### config.mk
export PLATFORM = sky130hd
export DESIGN_NAME = stat_flag_bank
export DESIGN_NICKNAME = d
export VERILOG_FILES = /design/src/rtl/sfb_pkg.sv /design/src/rtl/sfb_ctrl_regs.sv /design/src/rtl/sfb_sticky_lane.sv /design/src/rtl/sfb_read_fsm.sv /design/src/rtl/stat_flag_bank.sv
export SDC_FILE = /design/constraint.sdc
export NUM_CORES = 1
export LEC_CHECK = 0
export BUFFER_PORTS_ARGS = -buffer_cell sky130_fd_sc_hd__buf_2
export CAP_MARGIN = 30
export CORE_ASPECT_RATIO = 2
export CORE_MARGIN = 2
export CORE_UTILIZATION = 35
export CTS_CLUSTER_DIAMETER = 50
export DETAILED_ROUTE_END_ITERATION = 12
export GPL_TIMING_DRIVEN = 0
export SYNTH_ARGS = -nofsm -noshare
export SYNTH_HDL_FRONTEND = slang
export SYNTH_SLANG_ARGS = --single-unit
### constraint.sdc
create_clock -name clk -period 1.5 [get_ports clk]
set_clock_uncertainty 0.2 [all_clocks]
set_input_delay 0.075 -clock clk [delete_from_list [all_inputs] [get_ports clk]]
set_output_delay 0.075 -clock clk [all_outputs]
set_load 0.005 [all_outputs]
### src/rtl/sfb_pkg.sv
package sfb_pkg;

    // Default register offsets
    localparam int unsigned OFS_INVERT = 32'h17;
    localparam int unsigned OFS_STATUS = 32'h19;
    localparam int unsigned OFS_ENABLE = 32'h1A;

    // Read response sequencer states
    typedef enum logic {
        RD_IDLE    = 1'b0,
        RD_RESPOND = 1'b1
    } rd_state_e;

endpackage

### src/rtl/sfb_ctrl_regs.sv
module sfb_ctrl_regs #(
    parameter int ADDR_W = 8,
    parameter int DATA_W = 8,
    parameter int N_INV  = 6,
    parameter int EN_W   = 4,
    parameter int unsigned INV_ADDR = sfb_pkg::OFS_INVERT,
    parameter int unsigned EN_ADDR  = sfb_pkg::OFS_ENABLE
) (
    input  logic              clk,
    input  logic              rst_n,
    input  logic [ADDR_W-1:0] addr,
    input  logic              wr_en,
    input  logic [DATA_W-1:0] wr_data,
    output logic [N_INV-1:0]  inv_q,
    output logic [EN_W-1:0]   en_q
);
    localparam logic [ADDR_W-1:0] A_INV = ADDR_W'(INV_ADDR);
    localparam logic [ADDR_W-1:0] A_EN  = ADDR_W'(EN_ADDR);

    logic hit_inv;
    logic hit_en;

    always_comb begin
        hit_inv = wr_en && (addr == A_INV);
        hit_en  = wr_en && (addr == A_EN);
    end

    // Invert register: low N_INV bits of write data
    always_ff @(posedge clk) begin
        if (!rst_n) begin
            inv_q <= '0;
        end else if (hit_inv) begin
            inv_q <= wr_data[N_INV-1:0];
        end
    end

    // Enable register: write data bits EN_W..1, status bit 0 reserved
    always_ff @(posedge clk) begin
        if (!rst_n) begin
            en_q <= '0;
        end else if (hit_en) begin
            en_q <= wr_data[EN_W:1];
        end
    end

endmodule

### src/rtl/sfb_sticky_lane.sv
module sfb_sticky_lane (
    input  logic clk,
    input  logic rst_n,
    input  logic evt,
    input  logic en,
    input  logic clr,
    output logic flag_q
);
    logic kept;

    always_comb begin
        // A clearing read drops the old value; an event in the same cycle survives
        kept = clr ? 1'b0 : flag_q;
    end

    always_ff @(posedge clk) begin
        if (!rst_n) begin
            flag_q <= 1'b0;
        end else if (!en) begin
            flag_q <= 1'b0;
        end else begin
            flag_q <= kept | evt;
        end
    end

endmodule

### src/rtl/sfb_read_fsm.sv
module sfb_read_fsm
    import sfb_pkg::*;
#(
    parameter int ADDR_W = 8,
    parameter int DATA_W = 8,
    parameter int N_INV  = 6,
    parameter int STAT_W = 5,
    parameter int unsigned INV_ADDR  = OFS_INVERT,
    parameter int unsigned STAT_ADDR = OFS_STATUS,
    parameter int unsigned EN_ADDR   = OFS_ENABLE
) (
    input  logic              clk,
    input  logic              rst_n,
    input  logic [ADDR_W-1:0] addr,
    input  logic              rd_stb,
    input  logic [N_INV-1:0]  inv_q,
    input  logic [STAT_W-2:0] en_q,
    input  logic [STAT_W-1:0] stat_view,
    output logic              clr_stat,
    output logic [DATA_W-1:0] rd_data,
    output logic              rd_valid
);
    localparam logic [ADDR_W-1:0] A_INV  = ADDR_W'(INV_ADDR);
    localparam logic [ADDR_W-1:0] A_STAT = ADDR_W'(STAT_ADDR);
    localparam logic [ADDR_W-1:0] A_EN   = ADDR_W'(EN_ADDR);

    rd_state_e         state_q;
    rd_state_e         state_d;
    logic [DATA_W-1:0] word_d;
    logic [DATA_W-1:0] word_q;

    // Next state: transitions IDLE->RESPOND and RESPOND->RESPOND on a strobe,
    // otherwise back to IDLE
    always_comb begin
        state_d = RD_IDLE;
        unique case (state_q)
            RD_IDLE:    state_d = rd_stb ? RD_RESPOND : RD_IDLE;
            RD_RESPOND: state_d = rd_stb ? RD_RESPOND : RD_IDLE;
            default:    state_d = RD_IDLE;
        endcase
    end

    always_ff @(posedge clk) begin
        if (!rst_n) begin
            state_q <= RD_IDLE;
        end else begin
            state_q <= state_d;
        end
    end

    // Read multiplexer
    always_comb begin
        word_d   = '0;
        clr_stat = 1'b0;
        if (rd_stb) begin
            if (addr == A_INV) begin
                word_d[N_INV-1:0] = inv_q;
            end else if (addr == A_STAT) begin
                word_d[STAT_W-1:0] = stat_view;
                clr_stat           = 1'b1;
            end else if (addr == A_EN) begin
                word_d[STAT_W-1:1] = en_q;
            end
        end
    end

    always_ff @(posedge clk) begin
        if (!rst_n) begin
            word_q <= '0;
        end else begin
            word_q <= word_d;
        end
    end

    // Outputs
    always_comb begin
        rd_valid = 1'b0;
        rd_data  = '0;
        unique case (state_q)
            RD_IDLE: begin
                rd_valid = 1'b0;
                rd_data  = '0;
            end
            RD_RESPOND: begin
                rd_valid = 1'b1;
                rd_data  = word_q;
            end
            default: begin
                rd_valid = 1'b0;
                rd_data  = '0;
            end
        endcase
    end

endmodule

### src/rtl/stat_flag_bank.sv
module stat_flag_bank #(
    parameter int ADDR_W = 8,
    parameter int DATA_W = 8,
    parameter int N_OVF  = 3,
    parameter int N_INV  = 6,
    parameter int unsigned INV_ADDR  = sfb_pkg::OFS_INVERT,
    parameter int unsigned STAT_ADDR = sfb_pkg::OFS_STATUS,
    parameter int unsigned EN_ADDR   = sfb_pkg::OFS_ENABLE
) (
    input  logic              clk,
    input  logic              rst_n,
    input  logic [ADDR_W-1:0] addr,
    input  logic              wr_en,
    input  logic [DATA_W-1:0] wr_data,
    input  logic              rd_stb,
    output logic [DATA_W-1:0] rd_data,
    output logic              rd_valid,
    input  logic [N_OVF-1:0]  ovf_evt,
    input  logic              clk_err_lvl,
    output logic [N_INV-1:0]  inv_en,
    output logic              irq
);
    // Status layout: bit 0 reserved, bits N_OVF..1 overflow, bit N_OVF+1 clock error
    localparam int STAT_W = N_OVF + 2;
    localparam int EN_W   = STAT_W - 1;

    logic [N_INV-1:0]  inv_q;
    logic [EN_W-1:0]   en_q;
    logic [N_OVF-1:0]  sticky_q;
    logic [STAT_W-1:0] stat_view;
    logic              clr_stat;

    sfb_ctrl_regs #(
        .ADDR_W  (ADDR_W),
        .DATA_W  (DATA_W),
        .N_INV   (N_INV),
        .EN_W    (EN_W),
        .INV_ADDR(INV_ADDR),
        .EN_ADDR (EN_ADDR)
    ) regs_i (
        .clk    (clk),
        .rst_n  (rst_n),
        .addr   (addr),
        .wr_en  (wr_en),
        .wr_data(wr_data),
        .inv_q  (inv_q),
        .en_q   (en_q)
    );

    for (genvar k = 0; k < N_OVF; k++) begin : g_lane
        sfb_sticky_lane lane_i (
            .clk   (clk),
            .rst_n (rst_n),
            .evt   (ovf_evt[k]),
            .en    (en_q[k]),
            .clr   (clr_stat),
            .flag_q(sticky_q[k])
        );
    end

    always_comb begin
        stat_view = {clk_err_lvl & en_q[EN_W-1], sticky_q & en_q[N_OVF-1:0], 1'b0};
        irq       = |stat_view;
        inv_en    = inv_q;
    end

    sfb_read_fsm #(
        .ADDR_W   (ADDR_W),
        .DATA_W   (DATA_W),
        .N_INV    (N_INV),
        .STAT_W   (STAT_W),
        .INV_ADDR (INV_ADDR),
        .STAT_ADDR(STAT_ADDR),
        .EN_ADDR  (EN_ADDR)
    ) rdfsm_i (
        .clk      (clk),
        .rst_n    (rst_n),
        .addr     (addr),
        .rd_stb   (rd_stb),
        .inv_q    (inv_q),
        .en_q     (en_q),
        .stat_view(stat_view),
        .clr_stat (clr_stat),
        .rd_data  (rd_data),
        .rd_valid (rd_valid)
    );

endmodule

# Word-level counts from Yosys, hierarchy flattened

Index checks and enable logic that the tools add are counted.

Bits in registers: 22
Latch bits: 0
Bits in writable memories: 0
ROM bits: 0
Input bits: 24
Output and inout bits: 16
Word-level logic and storage cells: 38
Memories: 0

Add/subtract/negate cells: 0
Multiply operators: 0
Div/mod/pow operators: 0
$lt $le $gt $ge: 0
Equal/unequal tests: 3
Shift-type cells: 0
Muxes and demuxes: 12
Bitwise logic cells: 6
Reductions and logical operators: 8

Operator list:

| operator                                             | number |
|---|---|
| equality test 8 x 5 -> 1 bit (second input constant) | 3 |
| one-hot mux 8 bit (2 select lines)                   | 1 |
| two-way mux 4 bit                                    | 2 |
| AND reduction 2 bit                                  | 4 |
| two-way mux 1 bit                                    | 7 |
| two-way mux 5 bit                                    | 1 |
| OR reduction 4 bit                                   | 1 |
| bitwise AND 3 bit                                    | 1 |
| OR 1 bit                                             | 3 |
| AND reduction 3 bit                                  | 1 |
| logical AND 1 bit                                    | 2 |
| one-hot mux 1 bit (2 select lines)                   | 1 |
| bitwise AND 1 bit                                    | 1 |
| inverter 1 bit                                       | 1 |

# Logic depth before layout (Yosys ltp)

Depth after elaboration: 6
Depth in mapped cells: 4

# Hierarchy

A second synthesis with hierarchy kept.

Cells, all modules: 109
Area, all modules: 1,038.5 µm²

By module, submodules not included:

| module          | times used | cells each | area each (µm²) | sequential area each (µm²) |
|---|---|---|---|---|
| sfb_read_fsm    | 1          | 50         | 446.7           | 140.1 |
| sfb_ctrl_regs   | 1          | 44         | 444.2           | 200.2 |
| sfb_sticky_lane | 3          | 3          | 36.3            | 20.0 |
| stat_flag_bank  | 1          | 6          | 38.8            | 0.0 |

# Least setup slack after synthesis

Ideal clock, no wire load.

Path kind: in2reg
Start: input port addr[7]
End: register regs_i.en_q[0]
Data arrival time: 0.805 ns
Setup slack: 0.369 ns
Stages: 3
Buffers on the path: 0
Cells stage by stage: nor4b_4 -> nand4_1 -> mux2i_1

Longest elaborated chain between the ends: 2

Ends and longest elaborated chain:

| element                      | RTL line             | source |
|---|---|---|
| from (decl)                  | stat_flag_bank.sv:12 | `input logic [ADDR_W-1:0] addr,` |
| equality test 8 x 5 -> 1 bit | sfb_ctrl_regs.sv:25  | `hit_en = wr_en && (addr == A_EN);` |
| logical AND 1 bit            | sfb_ctrl_regs.sv:25  |  |
| to (signal assigned)         | sfb_ctrl_regs.sv:42  | `en_q <= wr_data[EN_W:1];` |
| to (decl)                    | sfb_ctrl_regs.sv:15  | `output logic [EN_W-1:0] en_q` |

No other way between the ends.
A chain may end at the register's enable or synchronous reset.

# Final worst setup path

Start: input port wr_en
End: register regs_i.en_q[3]

Longest elaborated chain between the ends: 1

Ends and longest elaborated chain:

| element           | RTL line             | source |
|---|---|---|
| from (decl)       | stat_flag_bank.sv:13 | `input logic wr_en,` |
| logical AND 1 bit | sfb_ctrl_regs.sv:25  |  |

No other way between the ends.

==> impl_summary.log <==
[metrics] via count of the first global-routing pass: 875
[metrics] pre-CTS setup slack: 64.45 ps
[metrics] RR Startpoint: g_lane[2].lane_i.flag_q
[metrics] area occupied by registers: 400.4 µm²
[metrics] Max Transition Viols Final: 0
[metrics] placeable core region: 0.002537 mm²
[metrics] highest cell delay on the worst timing path: 520 ps
[metrics] r2r worst-path depth: 3
[metrics] fill count: 242
[metrics] final hold slack: 28.09 ps
[metrics] global-route wire length before repair: 3615 µm
[metrics] Seq/Total Area, Yosys: 0.4267
[metrics] cts bufs inserted: 3
[metrics] compound-cell area share of the yosys netlist: 0.09867
[metrics] CP bufs+invs: 2
[metrics] critical-path cell with the highest stage delay: sky130_fd_sc_hd__dlygate4sd3_1
[metrics] Pwr Density: 782.6 mW/mm²
[metrics] starting utilization of the core area: 0.3698
[metrics] max cap viols: 0
[metrics] Critical Path Fanout Max: 4
[metrics] IR drop worst, VDD: 0.0004910 V
[metrics] Core Util, Final: 0.5291
[metrics] CTS HTree Levels: 1
[metrics] number of instances on the worst hold path: 4
[metrics] post-layout worst setup margin: 245.4 ps
[metrics] dominant synthesized flop cell: sky130_fd_sc_hd__dfxtp_1
[metrics] maximum number of pins on one net before global-route repair: 12
[metrics] RSZ-0062 raised after global routing: no
[metrics] crit path time final: 1255 ps
[metrics] number of antenna violations at the first check in global routing: 0
[metrics] worst setup path class: in2reg
[metrics] cell row count: 26
[metrics] crit-path leading delay family: buffers and inverters
[metrics] routability congestion estimate from global placement: 0.8467
[metrics] number of warnings issued by yosys: 0
[metrics] nature of the critical path endpoint: flop
[metrics] CP Data Arrival Time: 1190 ps
[metrics] R2R setup slack: 400 ps
[metrics] mean routed wirelength per cell: 12.51 µm
[metrics] proportion of layout cells with a drive suffix above 1: 0.3007
[metrics] mux contribution to synthesized area: 0.1067
[metrics] maximum clock insertion buffer count: 2
[metrics] number of cells in the finished layout apart from fillers: 181
[metrics] endpoint required time on the critical path: 1440 ps
[metrics] main combinational cell family by area after synthesis: simple AND/OR/NAND/NOR gates
[metrics] Post-CTS Repair Setup Buffers: 0
[metrics] mapped cell area: 938.4 µm²
[metrics] Antenna Nets Post-Route: 0
[metrics] number of endpoints failing setup at the final stage: 0
[metrics] GR Util All Layers: 0.1657
[metrics] capturing point of the worst reg2reg path: rdfsm_i.word_q[3]
[metrics] number of DRC violations after detailed routing: 0
[metrics] Synth Area in Simple Gates: 0.3173
[metrics] GR Overflow Total: 0
[metrics] I/O Buffers: 34
[metrics] Vias per Instance: 4.989
[metrics] number of clock sinks: 20
[metrics] half-perimeter wire length of the detailed placement result: 1781 µm
[metrics] hold violation count in the final report: 0
[metrics] setup TNS: 0 ps
[metrics] worst hold path startpoint: addr[2]
[metrics] clock latency on the worst-skew pair: 260 ps
[metrics] full die area: 0.003136 mm²
[metrics] path type of the worst min-delay path: in2reg
[metrics] share of synthesized registers carrying an async set or reset: 0
[metrics] Synth Register Bits: 20
[metrics] period utilization: 0.8364
[metrics] Static Leakage: 0.6834 nW
[metrics] drt pass-1 iters: 4
[metrics] count of routing violations after the opening detailed-route iteration: 6
[metrics] area delta synth->final: 43.07%
[metrics] footprint of the multi-input gates: 498.0 µm²
[metrics] clock-pin transition on the worst setup and hold timing paths: 70 ps
[metrics] arithmetic-cell share of the synthesized area counting full adders, half adders and majority gates: 0
[metrics] number of placed cells counting well taps: 163
[metrics] TritonCTS clock tree: yes
[metrics] destination of the worst hold path: rdfsm_i.word_q[2]
[metrics] post-synthesis cell type count: 27
[metrics] count of flip-flops with a built-in enable after synthesis: 0
[metrics] cell chosen for the clock root: sky130_fd_sc_hd__clkbuf_8
[metrics] final WL: 2264 µm
[metrics] synthesized instance count: 100
[metrics] Mean Syn Cell Area: 9.384 µm²
[metrics] worst-path cell chain: dlygate4sd3_1 > buf_2 > nand4_1 > mux2i_1
[metrics] total number of vias: 903
[metrics] run status: completed
[metrics] fmax: 797.1 MHz
[metrics] XOR/XNOR share of the synthesized area: 0
[metrics] height of the die: 77.23 µm
[metrics] nets: 178
[metrics] type of origin of the critical path: input port
[metrics] Die Wd: 40.62 µm
[metrics] ANT cells: 0
[metrics] Ports: 40
[cell families (layout without fill, tap and decap cells)]
| group | Yosys count | after routing |
|---|---|---|
| AO/OA/AOI/OAI | 13 | 13 |
| buffers and inverters | 7 | 59 |
| flip-flops | 20 | 20 |
| multiplexers | 10 | 10 |
| other | 1 | 2 |
| AND/OR/NAND/NOR | 49 | 49 |
[metrics by stage]
step                      total power [mW]  instance area, µm²
after CTS                            1.064                1343
after floorplan                     0.5861               942.2
final                                1.051                1343
after global placement              0.6285                1147
after global routing                 1.093                1343
after detailed placement            0.6300                1147
[cell type report]
class	instances	area share
Sequential cell	20	0.2982
Buffer	6	0.02982
Timing Repair Buffer	48	0.2311
Clock buffer	4	0.04101
Inverter	1	0.002796
Multi-Input combinational cell	74	0.3709
Tap cell	28	0.02610
[state kept, by name, indices dropped and copies added (netlist names)]
name                  cells
rdfsm_i.state_q           1
g_lane.lane_i.flag_q      3
regs_i.inv_q              6
regs_i.en_q               4
rdfsm_i.word_q            6
[worst reg2reg max path, stage by stage (launching register included)]
cell                        delay (ps)
sky130_fd_sc_hd__dfxtp_1           330
sky130_fd_sc_hd__and3b_1           180
sky130_fd_sc_hd__o2111ai_1         190
sky130_fd_sc_hd__a21oi_1            90
[worst max path at each step]
stage / slack (ps) / start / depth (start not counted) / to
5_1_grt: 200 / g_lane[2].lane_i.flag_q / 3 / irq
4_1_cts: 50 / wr_data[1] / 5 / regs_i.en_q[0]
3_5_place_dp: 60 / addr[7] / 4 / regs_i.en_q[2]
2_1_floorplan: 370 / addr[7] / 3 / regs_i.en_q[0]
6_report: 250 / wr_en / 4 / regs_i.en_q[3]
3_3_place_gp: 80 / addr[7] / 4 / regs_i.en_q[0]
[cell usage after synthesis (2+ instances only)]
cell type	number	area share
sky130_fd_sc_hd__and3b_1	4	0.037
sky130_fd_sc_hd__mux2i_1	10	0.11
sky130_fd_sc_hd__nor3b_1	3	0.024
sky130_fd_sc_hd__and2_1	7	0.047
sky130_fd_sc_hd__and3_1	2	0.013
sky130_fd_sc_hd__buf_4	2	0.016
sky130_fd_sc_hd__nand2_1	18	0.072
sky130_fd_sc_hd__nor2_1	3	0.012
sky130_fd_sc_hd__buf_2	2	0.011
sky130_fd_sc_hd__o2111ai_1	4	0.037
sky130_fd_sc_hd__a211oi_1	3	0.024
sky130_fd_sc_hd__nand3_1	4	0.021
sky130_fd_sc_hd__a22oi_1	2	0.016
sky130_fd_sc_hd__dfxtp_1	20	0.43
sky130_fd_sc_hd__a21oi_1	4	0.021
[placed cells by master (no fill, tap or decap), types with 3 or more instances in the layout]
cell type | netlist | final
sky130_fd_sc_hd__clkbuf_8 | 0 | 4
sky130_fd_sc_hd__a211oi_1 | 3 | 3
sky130_fd_sc_hd__buf_2 | 2 | 36
sky130_fd_sc_hd__nor2_1 | 3 | 3
sky130_fd_sc_hd__nand3_1 | 4 | 4
sky130_fd_sc_hd__and2_1 | 7 | 7
sky130_fd_sc_hd__nor3b_1 | 3 | 3
sky130_fd_sc_hd__a21oi_1 | 4 | 4
sky130_fd_sc_hd__dfxtp_1 | 20 | 20
sky130_fd_sc_hd__nand2_1 | 18 | 18
sky130_fd_sc_hd__mux2i_1 | 10 | 10
sky130_fd_sc_hd__dlygate4sd3_1 | 0 | 14
sky130_fd_sc_hd__and3b_1 | 4 | 4
sky130_fd_sc_hd__o2111ai_1 | 4 | 4
[layer usage]
metal / GRT usage / wire length [µm] / vias to the layer above
met1: 0.1488 / 803 / 419
met5: 0 / 0 / -
met2: 0.3048 / 1335 / 22
met3: 0.01734 / 73 / 4
met4: 0.1000 / 52 / 0
li1: - / - / 458
[where the power goes]
part	internal [mW]	leakage, nW	switching (mW)	total [mW]
combinational	0.0627	0.493	0.0482	0.111
clock	0.234	0.0288	0.172	0.405
sequential	0.532	0.161	0.00192	0.534
[what timing repair did]
item	4_1_cts	5_1_grt
gates resized for setup	0	0
endpoints found under the setup margin	0	2
hold buffers	14	1
hold endpoints to repair	18	2
No activity file was read; power rests on OpenSTA's default activity.
